$ cat src/rtl/pf_pkg.sv
`timescale 1ns/1ps
package pf_pkg;
  localparam int PF_SKIP_W  = 3;
  localparam int PF_LANES   = 4;
  localparam int PF_BPW     = PF_LANES + 1;

  typedef struct packed {
    logic                 eop;
    logic [PF_SKIP_W-1:0] skip;
    logic [PF_LANES-1:0]  mask;
    logic [8*PF_LANES-1:0] val;
  } pf_word_t;
endpackage

$ cat src/rtl/pf_hostport.sv
`timescale 1ns/1ps
module pf_hostport #(
  parameter int NWORDS = 8,
  parameter int AW     = 6
) (
  input  logic                           clk,
  input  logic                           rst_n,
  input  logic                           en,
  input  logic                           wr,
  input  logic [7:0]                     wdata,
  input  logic                           ld,
  input  logic [AW-1:0]                  ldaddr,
  output pf_pkg::pf_word_t [NWORDS-1:0]  words
);
  import pf_pkg::*;
  localparam int NBYTES = NWORDS * PF_BPW;

  logic [AW-1:0] addr_q;
  logic [7:0]    mem_q [NBYTES];

  always_ff @(posedge clk or negedge rst_n) begin
    if (!rst_n)      addr_q <= '0;
    else if (en)     addr_q <= '0;
    else if (ld)     addr_q <= ldaddr;
    else if (wr)     addr_q <= addr_q + 1'b1;
  end

  for (genvar i = 0; i < NBYTES; i++) begin : g_byte
    always_ff @(posedge clk or negedge rst_n) begin
      if (!rst_n)                                mem_q[i] <= '0;
      else if (!en && wr && addr_q == AW'(i))    mem_q[i] <= wdata;
    end
  end

  for (genvar w = 0; w < NWORDS; w++) begin : g_word
    for (genvar k = 0; k < PF_LANES; k++) begin : g_lane
      assign words[w].val[8*k +: 8] = mem_q[w*PF_BPW + k];
    end
    assign words[w].mask = mem_q[w*PF_BPW + PF_LANES][PF_LANES-1:0];
    assign words[w].skip = mem_q[w*PF_BPW + PF_LANES][PF_LANES +: PF_SKIP_W];
    assign words[w].eop  = mem_q[w*PF_BPW + PF_LANES][7];
  end


  addr_held_chk: assert property (@(posedge clk) disable iff (!rst_n)
    en |=> (addr_q == '0));

  table_frozen_chk: assert property (@(posedge clk) disable iff (!rst_n)
    en |=> $stable(words));

  high_write_chk: assert property (@(posedge clk) disable iff (!rst_n)
    (!en && wr && addr_q >= AW'(NBYTES)) |=> $stable(words));

  addr_step_chk: assert property (@(posedge clk) disable iff (!rst_n)
    (!en && wr && !ld) |=> (addr_q == AW'($past(addr_q) + 1'b1)));
endmodule

$ cat src/rtl/pf_matcher.sv
`timescale 1ns/1ps
module pf_matcher #(
  parameter int NWORDS = 8,
  parameter int PW     = 10
) (
  input  logic                           clk,
  input  logic                           rst_n,
  input  logic                           en,
  input  pf_pkg::pf_word_t [NWORDS-1:0]  words,
  input  logic                           fr_valid,
  output logic                           fr_ready,
  input  logic                           fr_sof,
  input  logic                           fr_eof,
  input  logic [7:0]                     fr_data,
  output logic                           res_valid,
  output logic                           res_pass
);
  import pf_pkg::*;
  localparam int IW = (NWORDS > 1) ? $clog2(NWORDS) : 1;

  logic [PW-1:0] pos_q, base_q;
  logic [IW-1:0] cur_q;
  logic          fail_q, done_q;
  logic          rv_q, rp_q;

  logic          beat;
  logic [PW-1:0] p, b, ws, off, pos_n, base_n;
  logic [IW-1:0] c, cur_n;
  logic          f, d, fail_n, done_n, in_win, last;
  logic [1:0]    lane;
  logic [7:0]    pbyte;
  pf_word_t      w;

  assign fr_ready = en;
  assign beat     = fr_valid & fr_ready;

  always_comb begin
    p = fr_sof ? '0 : pos_q;
    b = fr_sof ? '0 : base_q;
    c = fr_sof ? '0 : cur_q;
    f = fr_sof ? 1'b0 : fail_q;
    d = fr_sof ? 1'b0 : done_q;
    w      = words[c];
    ws     = b + PW'({w.skip, 2'b00});
    off    = p - ws;
    lane   = off[1:0];
    pbyte  = w.val[{lane, 3'b000} +: 8];
    in_win = !d && (p >= ws) && (p <= ws + PW'(3));
    last   = w.eop || (c == IW'(NWORDS - 1));
    fail_n = f;
    done_n = d;
    cur_n  = c;
    base_n = b;
    if (in_win) begin
      if (w.mask[lane] && fr_data != pbyte) fail_n = 1'b1;
      if (lane == 2'd3) begin
        if (last) done_n = 1'b1;
        else begin
          cur_n  = c + 1'b1;
          base_n = ws + PW'(4);
        end
      end
    end
    pos_n = (&p) ? p : p + 1'b1;
  end

  always_ff @(posedge clk or negedge rst_n) begin
    if (!rst_n) begin
      pos_q  <= '0;
      base_q <= '0;
      cur_q  <= '0;
      fail_q <= 1'b0;
      done_q <= 1'b0;
      rv_q   <= 1'b0;
      rp_q   <= 1'b0;
    end else begin
      rv_q <= beat & fr_eof;
      rp_q <= beat & fr_eof & done_n & ~fail_n;
      if (beat) begin
        pos_q  <= pos_n;
        base_q <= base_n;
        cur_q  <= cur_n;
        fail_q <= fail_n;
        done_q <= done_n;
      end
    end
  end

  assign res_valid = rv_q;
  assign res_pass  = rp_q;


  res_after_eof_chk: assert property (@(posedge clk) disable iff (!rst_n)
    res_valid |-> $past(fr_valid && fr_ready && fr_eof));

  pass_qual_chk: assert property (@(posedge clk) disable iff (!rst_n)
    res_pass |-> res_valid);

  final_hold_chk: assert property (@(posedge clk) disable iff (!rst_n)
    (done_q && beat && !fr_sof) |=> (done_q && $stable(cur_q)));

  fail_sticky_chk: assert property (@(posedge clk) disable iff (!rst_n)
    (fail_q && beat && !fr_sof) |=> fail_q);

  idle_hold_chk: assert property (@(posedge clk) disable iff (!rst_n)
    !beat |=> $stable(pos_q));
endmodule

$ cat src/rtl/pf_frame_filter.sv
`timescale 1ns/1ps
module pf_frame_filter #(
  parameter int NWORDS = 8,
  parameter int AW     = 6,
  parameter int PW     = 10
) (
  input  logic          clk,
  input  logic          rst_n,
  input  logic          host_en,
  input  logic          host_wr,
  input  logic [7:0]    host_wdata,
  input  logic          host_ld,
  input  logic [AW-1:0] host_addr,
  input  logic          fr_valid,
  output logic          fr_ready,
  input  logic          fr_sof,
  input  logic          fr_eof,
  input  logic [7:0]    fr_data,
  output logic          res_valid,
  output logic          res_pass
);
  import pf_pkg::*;
  pf_word_t [NWORDS-1:0] words;

  pf_hostport #(.NWORDS(NWORDS), .AW(AW)) u_host (
    .clk(clk), .rst_n(rst_n), .en(host_en), .wr(host_wr),
    .wdata(host_wdata), .ld(host_ld), .ldaddr(host_addr), .words(words)
  );

  pf_matcher #(.NWORDS(NWORDS), .PW(PW)) u_match (
    .clk(clk), .rst_n(rst_n), .en(host_en), .words(words),
    .fr_valid(fr_valid), .fr_ready(fr_ready), .fr_sof(fr_sof),
    .fr_eof(fr_eof), .fr_data(fr_data),
    .res_valid(res_valid), .res_pass(res_pass)
  );
endmodule

$ cat config.mk
export PLATFORM = sky130hd
export DESIGN_NAME = pf_frame_filter
export DESIGN_NICKNAME = d
export VERILOG_FILES = /design/src/rtl/pf_pkg.sv /design/src/rtl/pf_hostport.sv /design/src/rtl/pf_matcher.sv /design/src/rtl/pf_frame_filter.sv
export SDC_FILE = /design/constraint.sdc
export NUM_CORES = 1
export LEC_CHECK = 0
export ABC_AREA = 1
export BUFFER_PORTS_ARGS = -buffer_cell sky130_fd_sc_hd__buf_2
export CAP_MARGIN = 20
export CORE_AREA = 8 8 197 199
export CTS_CLUSTER_SIZE = 16
export DETAILED_ROUTE_END_ITERATION = 10
export DIE_AREA = 0 0 205 207
export GPL_TIMING_DRIVEN = 0
export PLACE_DENSITY = 0.65
export SYNTH_ARGS = -nofsm -noshare
export SYNTH_HDL_FRONTEND = slang
export SYNTH_SLANG_ARGS = --single-unit
$ cat constraint.sdc
create_clock -name clk -period 8.15 [get_ports clk]
set_input_delay 0.815 -clock clk [delete_from_list [all_inputs] [get_ports clk]]
set_output_delay 0.815 -clock clk [all_outputs]
set_load 0.02 [all_outputs]
# After elaboration in Yosys (flattened, before gate mapping)
# Index checks and enable logic that the tools add are counted.
op_classes:
  addsub: 7
  magnitude_cmp: 4
  eq_ne: 42
  shifts: 1
  muxes: 24
  bitwise_logic: 5
  reduce_logical: 50
ops:
  columns: ["op", "count"]
  rows:
  - ["binary-select mux 40 bit (select 3 bit)", 1]
  - ["equality test 6 x 5 -> 1 bit, second input constant", 16]
  - ["2-to-1 mux 10 bit", 6]
  - ["equality test 6 x 4 -> 1 bit, second input constant", 8]
  - ["equality test 6 bit, second input constant", 8]
  - ["logical AND 1 bit", 44]
  - ["2-to-1 mux 40 bit", 1]
  - ["indexed part select 32 x 6 -> 8 bit", 1]
  - ["equality test 6 x 3 -> 1 bit, second input constant", 4]
  - ["2-to-1 mux 6 bit", 3]
  - ["equality test 6 x 2 -> 1 bit, second input constant", 2]
  - ["2-to-1 mux 3 bit", 4]
  - ["adder 10 x 1 -> 10 bit, second input constant", 1]
  - ["adder 10 x 2 -> 10 bit, second input constant", 1]
  - ["adder 10 x 3 -> 10 bit, second input constant", 1]
  - ["adder 10 x 5 -> 10 bit", 1]
  - ["greater-or-equal comparator 10 bit", 1]
  - ["less-or-equal comparator 10 bit", 1]
  - ["AND reduction 10 bit", 1]
  - ["2-to-1 mux 1 bit", 8]
  - ["!= test 8 bit", 1]
  - ["adder 6 x 1 -> 6 bit, second input constant", 1]
  - ["equality test 6 x 1 -> 1 bit, second input constant", 1]
  - ["zero test 6 bit", 1]
  - ["12 further kinds", 16]
word_totals:
  ff_bits: 353
  in_bits: 30
  output_inout_bits: 3
  wordCells: 181

# Logic depth before layout (Yosys ltp)
depth:
  ltp_word: 12
  depth_mapped: 36
  ltp_nobuf: 33

# By module
# A second synthesis with hierarchy kept.
hier_totals:
  cells_unflattened: 2246
  hier_area_um2: 18011.0
modules_own_cells:
  columns: ["module", "n_inst", "cells_each", "area_each_um2", "seq_area_each_um2"]
  rows:
  - ["pf_hostport", 1, 1170, 12184.2, 8157.8]
  - ["pf_matcher", 1, 1076, 5826.8, 675.6]

# Worst setup path after synthesis
# Ideal clock, no wire load.
synth_path:
  path_type: "input port to flip-flop"
  start: "input fr_sof"
  end: "register u_match.base_q[4]"
  setup_ns: 0.117
  t_arrival_ns: 5.041
  t_required_ns: 8.033
  path_slack_ns: 2.991
  stages: 34
  n_path_buf: 4
  cell_sequence: "inv_2 nand2_4 buf_6 buf_4 buf_2 buf_2 a221oi_1 o31ai_1 ha_1 fa_1 nand2_1 inv_1 nor2_1 inv_1 nor2_1 nand2_1 inv_1 nand2_1 nor3_1 nand2_1 xor2_1 ha_1 a21oi_1 o21ai_0 a21oi_1 o21ai_0 o21ai_0 nand3_1 inv_2 nand2_1 nand2_1 nand3_1 o21ai_1 inv_1"
synth_between:
  elab_chain_len: 8
  word_cells_on_any_way: 21
  cone_classes: "4 x add/sub; 2 x order compare; 2 x eq/ne; 9 x mux; 4 x reduce/logical"
synth_rtl:
  columns: ["item", "line_no", "source"]
  rows:
  - ["from (decl)", "pf_frame_filter.sv:16", "input logic fr_sof,"]
  - ["2-to-1 mux 3 bit", "pf_matcher.sv:40", "c = fr_sof ? '0 : cur_q;"]
  - ["binary-select mux 40 bit (select 3 bit)", "pf_matcher.sv:43", "w = words[c];"]
  - ["2-to-1 mux 40 bit (implied by the code)", "pf_matcher.sv:43", null]
  - ["adder 10 x 5 -> 10 bit", "pf_matcher.sv:44", "ws = b + PW'({w.skip, 2'b00});"]
  - ["adder 10 x 2 -> 10 bit (tied with other cells)", "pf_matcher.sv:48", "in_win = !d && (p >= ws) && (p <= ws + PW'(3));"]
  - ["less-or-equal comparator 10 bit (tied with other cells)", "pf_matcher.sv:48", null]
  - ["logical AND 1 bit / 2-to-1 mux 10 bit (equally long branches)", "pf_matcher.sv:48, pf_matcher.sv:56", null]
  - ["2-to-1 mux 10 bit (*)", "pf_matcher.sv:54", "if (in_win) begin"]
  - ["to (signal assigned)", "pf_matcher.sv:81", "base_q <= base_n;"]
  - ["to (decl)", "pf_matcher.sv:21", "logic [PW-1:0] pos_q, base_q;"]
# Every way passes the cells marked *; elsewhere a longest branch is shown, timed or not. The select of a mux whose other input is x is not followed.
# A chain may end at the register's enable or synchronous reset.

# Worst setup path in the final report
# Ends and elaborated chain as after synthesis.

==> out/qor.yml <==
nets: 2369
grt_use_total_pct: 31.5
slew_headroom_pct: 25.2
drv_slew: 0
dr.pass1.iters: 6
power.density_nw_per_um2: 249
core_area_um2: 35900
yosys_warnings: 0
drcViolationCount: 0
synth_cell_types: 42
critPathMaxFanout: 10
crit_top_cell: "nand2_1"
dp.cells: 2730
arrival_ns: 6.46
swShare_pct: 29.5
wl_met3_mm: 6.71
cts_sinks: 353
worstMarginPinSlew_ns: 1.12
wl_per_cell_um: 24.0
start_util_pct: 49.1
gr-total-overflow: 0
finalHoldViolCount: 0
fin_crit_ns: 6.03
postCtsHoldBufs: 0
hp-class: "input port to async pin"
wl_met1_mm: 26.4
antenna_found_initial: 0
top_layer: "met4"
crit_type: "input port to register"
async_flop_share_pct: 100
syn_avg_cell_area_um2: 7.91
synthFlopType: "dfrtp_1"
dieWidth_um: 205
num_vias: 16800
drtIter0Drc: 2144
status: "complete, no violations"
ys_seq_elements: 353
cts_buffer_depth: 3
ant_nets: 0
clk_pin_slew_ns: 0.06
worstRegToRegCells: 34
intPower_mw: 3.49
cts-buffers-inserted: 41
cts_tree: "done"
finalNonFillerCells: 2806
grt_pass1_vias: 16400
r2r_slack_ns: 2.14
reg2reg_from: "u_match.cur_q[0]$_DFFE_PN0P_"
syn_inst: 2226
die_y_um: 207
io_buffers: 32
via_per_inst: 6.00
place_hpwl_mm: 47.2
crit_path_end_kind: "register"
final_area_um2: 20000
wl_met2_mm: 29.9
syn_area_um2: 17600
post_cts_resized: 0
slowest_delay_ns: 0.45
cts_root_buf: "clkbuf_16"
multiInputGateArea_um2: 7700
reg2reg_to: "u_match.base_q[4]$_DFFE_PN0P_"
power.leakage_nw: 9.19
io_pins: 33
syn_nets: 2290
num_rows: 70
drt-total-wl_mm: 67.3
post-cts-setup-buffers: 0
grt_pass1_wl_mm: 101
nFillCells: 3496
seq_area_um2: 8830
ir_drop_v: 0.000225
seq_area_frac_synth_pct: 50.1
timing.fmax_ghz: 0.166
gp_congestion: 0.968
cp.required_ns: 8.58
p_sw_mw: 1.46
rsz0062_at_grt: "false"
finalClockSkew_ns: 0.0211
clk_latency_ns: 0.56
seqPwrFrac_pct: 42.3
die_area_um2: 42400
clkPwrFrac_pct: 40.7
combinationalPowerShare_pct: 17.0
cpMaxStageDelayCell: "fa_1"
max_cap_viol_count: 0
ctsHtreeMaxLevel: 2
postPlaceCellArea_um2: 18500
setup-violations-final: 0
start_kind: "input port"
final_common_cell: "nand2_1"
synth-edff-count: 0
layout_common_cells: "nand2_1 (727), o21ai_0 (359), dfrtp_1 (353)"
min_period_over_period_pct: 74.0
area_growth_syn_to_layout_pct: 13.3
grt_max_degree: 105
drive_gt1_share_pct: 8.48
[logic make-up (layout without fill, tap and decap cells)]
family	Yosys count	count (layout)	share of synthesized area (%)
other	0	2	0
xor gates and xnor gates	22	22	1.09
AOI/OAI and AO/OA	426	426	12.7
DFF	353	353	50.1
adders and majority gates	34	34	2.50
and+or+nand+nor	1152	1152	27.5
buffers and inverters	239	349	6.12
[state kept, by name (all words and copies together) (netlist names)]
signal             flops
u_host.addr_q          6
u_match.base_q        10
u_match.cur_q          3
u_match.res_pass       1
u_match.res_valid      1
u_match.pos_q         10
u_match.fail_q         1
u_host.words         320
u_match.done_q         1
[worst max-delay path by stage]
stage | startpoint | end | slack (ns) | cells past startpoint
floorplan | fr_sof | u_match.base_q[4]$_DFFE_PN0P_ | 2.99 | 34
global placement | rst_n | u_host.words[125]$_DFFE_PN0P_ | -0.73 | 1
detailed placement | fr_sof | u_match.base_q[4]$_DFFE_PN0P_ | 1.60 | 35
CTS | fr_sof | u_match.base_q[4]$_DFFE_PN0P_ | 2.15 | 35
global route | fr_sof | u_match.base_q[8]$_DFFE_PN0P_ | 1.67 | 34
finish | fr_sof | u_match.base_q[4]$_DFFE_PN0P_ | 2.12 | 35
[synthesized netlist by cell type (9+ instances only)]
cell	n	area (um2)
a21oi_1	20	100
buf_2	38	190
buf_4	15	113
buf_6	10	113
clkbuf_1	80	300
dfrtp_1	353	8830
ha_1	32	400
inv_1	77	289
inv_2	9	33.8
nand2_1	727	2730
nand3_1	296	1480
nor2_1	95	357
o21ai_0	359	1800
o21ai_1	10	50.1
o221ai_1	10	87.6
xor2_1	16	140
[area by class of cell]
| cell class | instances | area share, % |
|---|---|---|
| antenna | 2 | 0.0251 |
| buffer | 148 | 3.69 |
| clock buffer | 55 | 5.91 |
| clock inverter | 19 | 1.49 |
| inverter | 91 | 1.71 |
| multi-input combinational | 1634 | 38.6 |
| sequential | 353 | 44.3 |
| tap | 468 | 2.94 |
| timing repair buffer | 36 | 1.34 |
[critical path: cells and delay by family]
kind,cells,cell delay [ns]
xor gates and xnor gates,1,0.16
AOI/OAI and AO/OA,8,1.26
buffers and inverters,11,1.58
adders and majority gates,3,1.03
and+or+nand+nor,12,1.59
[layer usage]
metal	track usage, %	vias to the layer above
li1	-	7524
met1	41.6	8212
met2	47.7	870
met3	6.84	235
met4	17.6	0
met5	0	-
[power by group through the flow]
stage                     clock network (mW)  registers [mW]  logic (mW)
after floorplan                            0            2.08       0.554
after global placement                     0            2.12       0.802
after detailed placement                   0            2.12       0.829
after CTS                               2.03            2.09       0.832
after global routing                    2.10            2.12       0.943
final                                   2.02            2.10       0.843
[metrics by stage]
| step | setup TNS [ns] | setup WS, ns | util [%] | hold slack, ns | power [mW] |
|---|---|---|---|---|---|
| after global routing | 0 | 1.67 | 55.5 | 0.399 | 5.16 |
| after CTS | 0 | 2.15 | 55.5 | 0.356 | 4.96 |
| after global placement | -249.31 | -0.734 | 51.1 | 0.452 | 2.92 |
| after floorplan | 0 | 2.99 | - | 0.436 | 2.64 |
| after detailed placement | 0 | 1.60 | 51.4 | 0.453 | 2.95 |
| final | 0 | 2.12 | 55.6 | 0.307 | 4.96 |
(Power assumes the default switching activity.)
